<file path="src/rtl/psr_pkg.sv">
package psr_pkg;
  localparam int DATA_W  = 32;
  localparam int NUM_IRQ = 8;
  localparam int NUM_COP = 4;

  // bit positions software relies on
  localparam int POS_IE      = 0;
  localparam int POS_EXC     = 1;
  localparam int POS_ERR     = 2;
  localparam int POS_PRIV_LO = 3;
  localparam int POS_MASK_LO = 8;
  localparam int POS_HWFLAG  = 21;
  localparam int POS_FLIP    = 25;
  localparam int POS_COP_LO  = 28;

  typedef enum logic [1:0] {
    MODE_KERN = 2'b00,
    MODE_SUPV = 2'b01,
    MODE_USER = 2'b10
  } priv_e;

  localparam logic [DATA_W-1:0] RESET_WORD = DATA_W'(1) << POS_ERR;
  localparam logic [DATA_W-1:0] SW_MASK    = ~(DATA_W'(1) << POS_HWFLAG);
endpackage

</file>
<file path="src/rtl/psr_regfile.sv">
module psr_regfile
  import psr_pkg::*;
#(
  parameter int W = DATA_W
) (
  input  logic         clk,
  input  logic         rst_n,
  input  logic         base_cfg,
  input  logic         wr_en,
  input  logic [W-1:0] wr_data,
  input  logic         exc_enter,
  input  logic         exc_return,
  input  logic         hw_flag,
  output logic [W-1:0] state_q,
  output logic [W-1:0] rd_data,
  output logic         base_big
);
  logic [W-1:0] state_d;
  logic         base_q;

  always_comb begin
    state_d = state_q;
    if (wr_en) state_d = (wr_data & SW_MASK) | (state_q & ~SW_MASK);
    if (exc_enter)       state_d[POS_EXC] = 1'b1;
    else if (exc_return) state_d[POS_EXC] = 1'b0;
  end

  always_ff @(posedge clk) begin
    if (!rst_n) begin
      state_q <= RESET_WORD;
      base_q  <= base_cfg;
    end else begin
      state_q <= state_d;
    end
  end

  always_comb begin
    rd_data             = state_q;
    rd_data[POS_HWFLAG] = hw_flag;
  end

  assign base_big = base_q;
endmodule

</file>
<file path="src/rtl/psr_mode_dec.sv">
module psr_mode_dec
  import psr_pkg::*;
#(
  parameter int W    = DATA_W,
  parameter int NCOP = NUM_COP
) (
  input  logic [W-1:0]    state,
  input  logic            base_big,
  output priv_e           mode,
  output logic [NCOP-1:0] cop_ok,
  output logic            big_end
);
  logic [1:0] priv_fld;
  logic       kern;

  assign priv_fld = state[POS_PRIV_LO +: 2];

  always_comb begin
    if (state[POS_EXC] || state[POS_ERR]) mode = MODE_KERN;
    else begin
      unique case (priv_fld)
        2'b00:   mode = MODE_KERN;
        2'b01:   mode = MODE_SUPV;
        default: mode = MODE_USER;
      endcase
    end
  end

  assign kern = (mode == MODE_KERN);

  for (genvar g = 0; g < NCOP; g++) begin : g_cop
    if (g == 0) begin : g_zero
      assign cop_ok[g] = state[POS_COP_LO + g] | kern;
    end else begin : g_other
      assign cop_ok[g] = state[POS_COP_LO + g];
    end
  end

  assign big_end = base_big ^ ((mode == MODE_USER) & state[POS_FLIP]);
endmodule

</file>
<file path="src/rtl/psr_irq_ctl.sv">
module psr_irq_ctl #(
  parameter int NIRQ = psr_pkg::NUM_IRQ
) (
  input  logic [NIRQ-1:0] mask,
  input  logic [NIRQ-1:0] pending,
  input  logic            int_en,
  input  logic            exc_lvl,
  input  logic            err_lvl,
  output logic            req
);
  logic [NIRQ-1:0] hit;

  for (genvar n = 0; n < NIRQ; n++) begin : g_line
    assign hit[n] = mask[n] & pending[n];
  end

  assign req = int_en & ~exc_lvl & ~err_lvl & (|hit);
endmodule

</file>
<file path="src/rtl/psr_core.sv">
module psr_core
  import psr_pkg::*;
(
  input  logic                 clk,
  input  logic                 rst_n,
  input  logic                 big_end_cfg,
  input  logic                 wr_en,
  input  logic [DATA_W-1:0]    wr_data,
  output logic [DATA_W-1:0]    rd_data,
  input  logic                 exc_enter,
  input  logic                 exc_return,
  input  logic                 hw_flag,
  input  logic [NUM_IRQ-1:0]   irq_pending,
  output logic                 irq_req,
  output logic [1:0]           eff_mode,
  output logic [NUM_COP-1:0]   cop_usable,
  output logic                 eff_big_end
);
  logic [DATA_W-1:0] state_q;
  logic              base_big;
  priv_e             mode;

  psr_regfile #(.W(DATA_W)) regs_i (
    .clk(clk), .rst_n(rst_n), .base_cfg(big_end_cfg),
    .wr_en(wr_en), .wr_data(wr_data),
    .exc_enter(exc_enter), .exc_return(exc_return),
    .hw_flag(hw_flag), .state_q(state_q), .rd_data(rd_data),
    .base_big(base_big)
  );

  psr_mode_dec #(.W(DATA_W), .NCOP(NUM_COP)) dec_i (
    .state(state_q), .base_big(base_big), .mode(mode),
    .cop_ok(cop_usable), .big_end(eff_big_end)
  );

  psr_irq_ctl #(.NIRQ(NUM_IRQ)) irq_i (
    .mask(state_q[POS_MASK_LO +: NUM_IRQ]), .pending(irq_pending),
    .int_en(state_q[POS_IE]), .exc_lvl(state_q[POS_EXC]),
    .err_lvl(state_q[POS_ERR]), .req(irq_req)
  );

  assign eff_mode = mode;
endmodule

</file>
<file path="config.mk">
export PLATFORM = sky130hd
export DESIGN_NAME = psr_core
export DESIGN_NICKNAME = d
export VERILOG_FILES = /design/src/rtl/psr_pkg.sv /design/src/rtl/psr_regfile.sv /design/src/rtl/psr_mode_dec.sv /design/src/rtl/psr_irq_ctl.sv /design/src/rtl/psr_core.sv
export SDC_FILE = /design/constraint.sdc
export NUM_CORES = 1
export LEC_CHECK = 0
export BUFFER_PORTS_ARGS = -buffer_cell sky130_fd_sc_hd__buf_2
export CORE_MARGIN = 2
export CORE_UTILIZATION = 30
export DETAILED_ROUTE_END_ITERATION = 12
export GPL_ROUTABILITY_DRIVEN = 0
export REMOVE_ABC_BUFFERS = 1
export SLEW_MARGIN = 20
export SYNTH_ARGS = -nofsm -noshare
export SYNTH_HDL_FRONTEND = slang
export SYNTH_SLANG_ARGS = --single-unit
</file>
<file path="constraint.sdc">
create_clock -name clk -period 1.1 [get_ports clk]
set_input_delay 0.22 -clock clk [delete_from_list [all_inputs] [get_ports clk]]
set_output_delay 0.22 -clock clk [all_outputs]
set_load 0.01 [all_outputs]
</file>
==> metrics.md <==
| Metric | Value |
|---|---|
| Status | finished, violations left |
| Violated checks | setup timing |
| Initial DRT Pass Iterations | 3 |
| # H-tree levels | 2 |
| Die W | slightly above 70 um |
| Crit share post-route | 1.34 |
| Max Clk Rate | 0.677 GHz |
| Leak | between 1 and 1.5 nW |
| Synth Flop Type | dfxtp_1 |
| 1st-iter DRT viols | 54 |
| CP max FO | 2 |
| Starting Density | 0.309 |
| Dpl ws | -0.132 ns |
| R2r worst-path depth | 6 |
| Synth Area in Adders | 0 |
| Worst VDD drop | 0.456 mV |
| CTS sink count | 32 |
| Fillers | about 430 |
| Synth top area cells | dfxtp_1, mux2i_1, nor2_1 |
| TritonCTS Buffers | 5 |
| WHS Endpoint | regs_i.base_big |
| Core ar. | roughly 4300 sq um |
| Global Route Usage Sum | 0.126 |
| Setup ws final | -0.378 ns |
| Syn-to-layout area delta | 49.9% |
| Cell count after synthesis | between 100 and 150 |
| Worst path arrival time | 1.26 ns |
| Hold Crit Depth | 1 |
| RSZ-0062 raised after global routing | true |
| Complex-gate fraction of the synthesized area | 0.0396 |
| Cell Area, Synth | 1330 sq um |
| Row count | 24 |
| Max Clock Skew | 0 ns |
| Initial antenna violation count | 0 |
| Largest net degree at the start of global routing | 15 |
| Multi-input gate area | between 500 and 600 sq um |
| Worst slew pin tran | 0.220 ns |
| DIE AREA | 4970 sq um |
| Worst R2R End | regs_i.state_q[1] |
| Startpoint Class | register |
| Routed wire per std cell | 11.2 um |
| Most common cell in the netlist | nor2_1 |
| DRT Wirelength | 3020 um |
| GR Overflow Total | 0 |
| Post-synth cell types | 21 |
| Main combinational cell family by area after synthesis | multiplexers |
| DRC viols | 0 |
| Final Hold Fails | 0 |
| DR vias | 1,187 |
| Setup violators final | 7 |
| Max-cap violations | 0 |
| Synth Area in Simple Gates | 0.117 |
| Pwr Density | 1330 nW/um^2 |
| Final setup TNS | -1.22 ns |
| Min Tclk post-route | 1.48 ns |
| DP Wirelength | 2280 um |
| Placed instance area | between 1500 and 2000 sq um |
| Top-area cell type share of the netlist area | 0.467 |
| Hold Buf Count CTS | 0 |
| Post-route ant nets | 0 |
| R2r startpoint | regs_i.state_q[1] |
| Nets | around 260 |
| Slew HR | 0.854 |
| FF+latch area | 662 sq um |
| FF+latch count, synth | 32 |
| Cell Count, Final, Fillers Out | 269 |
| Crit path kind | reg -> out |
| Final Core Density | 0.463 |
| Clock insertion delay at the later pin of the skew report | 0.27 ns |
| Port buffer count | 83 |
| Required time worst endpoint | ~0.88 ns |
| Syn_area_per_cell | 10.7 sq um |
| Root buffer cell | clkbuf_8 |
| Final Cell Area | 1990 sq um |
| EDFF count, synth | 1 |
| Via density | 4.41 |
| CP endpoint kind | primary output |
| Cell taking the most area after synthesis | dfxtp_1 |
| Max Root-Sink Buffers | 2 |
| Clock-pin transition on the worst setup and hold timing paths | 0.06 ns |
| Hold_sp | big_end_cfg |
| Mux contribution to synthesized area | 0.234 |
| Post-synth ARST share | 0 |
| Hold Path Class | in -> reg |
| Vias in the first global route | 1,090 |
| Io pins | 87 |
| CTS tree | built |
| Final slew viol count | 0 |
| First-pass GRT wire length | just under 5000 um |
| YS warnings | 0 |
| Die Y | between 70 and 80 um |
| Ant diodes | 0 |
| Post-synth top cells | nor2_1, dfxtp_1, mux2i_1 |
| Post-Synth XOR/XNOR Area | 0.00660 |
| Fraction of layout cells with a size suffix above 1 | 0.548 |
| Critical Path Source | regs_i.state_q[8] |
| Setup slack, reg-to-reg | -0.01 ns |
| Post-synthesis sequential area ratio | 0.490 |
| Dpl cells | 259 |
-- per-stage QoR --
stage / power (mW) / hold WS [ns]
3_5_place_dp: 1.73 / 0.412
4_1_cts: 2.67 / 0.121
3_3_place_gp: 1.72 / 0.404
5_1_grt: 2.80 / 0.112
2_1_floorplan: 1.47 / 0.282
6_report: 2.65 / 0.125
-- critical path: stages, from the launching register on --
cell	delay (ns)
dfxtp_2	0.32
a22o_1	0.21
a221oi_2	0.20
a31oi_1	0.11
buf_2	0.15
-- logic make-up (layout without fill, tap and decap cells) --
| logic type | count (synthesis) | after routing |
|---|---|---|
| compound gates | 6 | 6 |
| xor+xnor | 1 | 1 |
| buf+inv | 15 | 108 |
| flops | 32 | 32 |
| mux | 31 | 31 |
| simple gates | 39 | 39 |
-- worst max-delay path by stage --
stage	to	slack (ns)	cells past startpoint
final	irq_req	-0.38	4
after global routing	irq_req	-0.45	4
after CTS	irq_req	-0.40	4
after detailed placement	irq_req	-0.13	5
after global placement	irq_req	-0.12	5
after floorplan	eff_big_end	0.002	3
-- sequential cells by signal, summed over array words and instances (netlist names) --
signal,cells
regs_i.base_big,1
regs_i.state_q,31
-- layer usage --
layer,wire length (um),part of all wire,track usage
met4,68,0.023,0.0705
met2,1370,0.45,0.196
met5,0,0,0
met3,254,0.084,0.0375
met1,1330,0.44,0.155
-- layout make-up --
class / count / share of cell area
well taps: 52 / 0.0327
flip-flops and latches: 32 / 0.333
repair buffers: 99 / 0.302
clock buffers: 8 / 0.0453
inverters: 1 / 0.00189
multi-input cells: 77 / 0.286
-- report_power, final --
part           total, mW  leakage (nW)  switching, mW  internal [mW]
logic              0.457         0.753          0.202          0.255
clock network      0.903        0.0455          0.394          0.509
registers           1.29         0.268         0.0490           1.24
total               2.65          1.07          0.644           2.00
-- timing repair --
item / in CTS / in global routing
pin swaps: 5 / 4
setup endpoints to repair: 6 / 8
setup buffers: 1 / 3
resized for setup: 12 / 16
-- cell usage in the layout, fill, tap and decap left out --
cell type and count:
nand2_4 1, clkbuf_8 6, nor2_4 3, a22o_1 1, buf_6 8, a31oi_1 1
nand3_2 1, buf_2 79, nor4b_2 1, inv_1 1, nor2_1 30, edfxtp_1 1
clkbuf_1 2, o21a_1 1, xnor2_1 1, a221oi_2 1, dfxtp_4 1, a22oi_1 2
and2_1 1, buf_12 2, dfxtp_2 6, nand2_1 2, buf_4 10, mux2i_1 31
dfxtp_1 24
No activity file was read; power rests on OpenSTA's default activity.
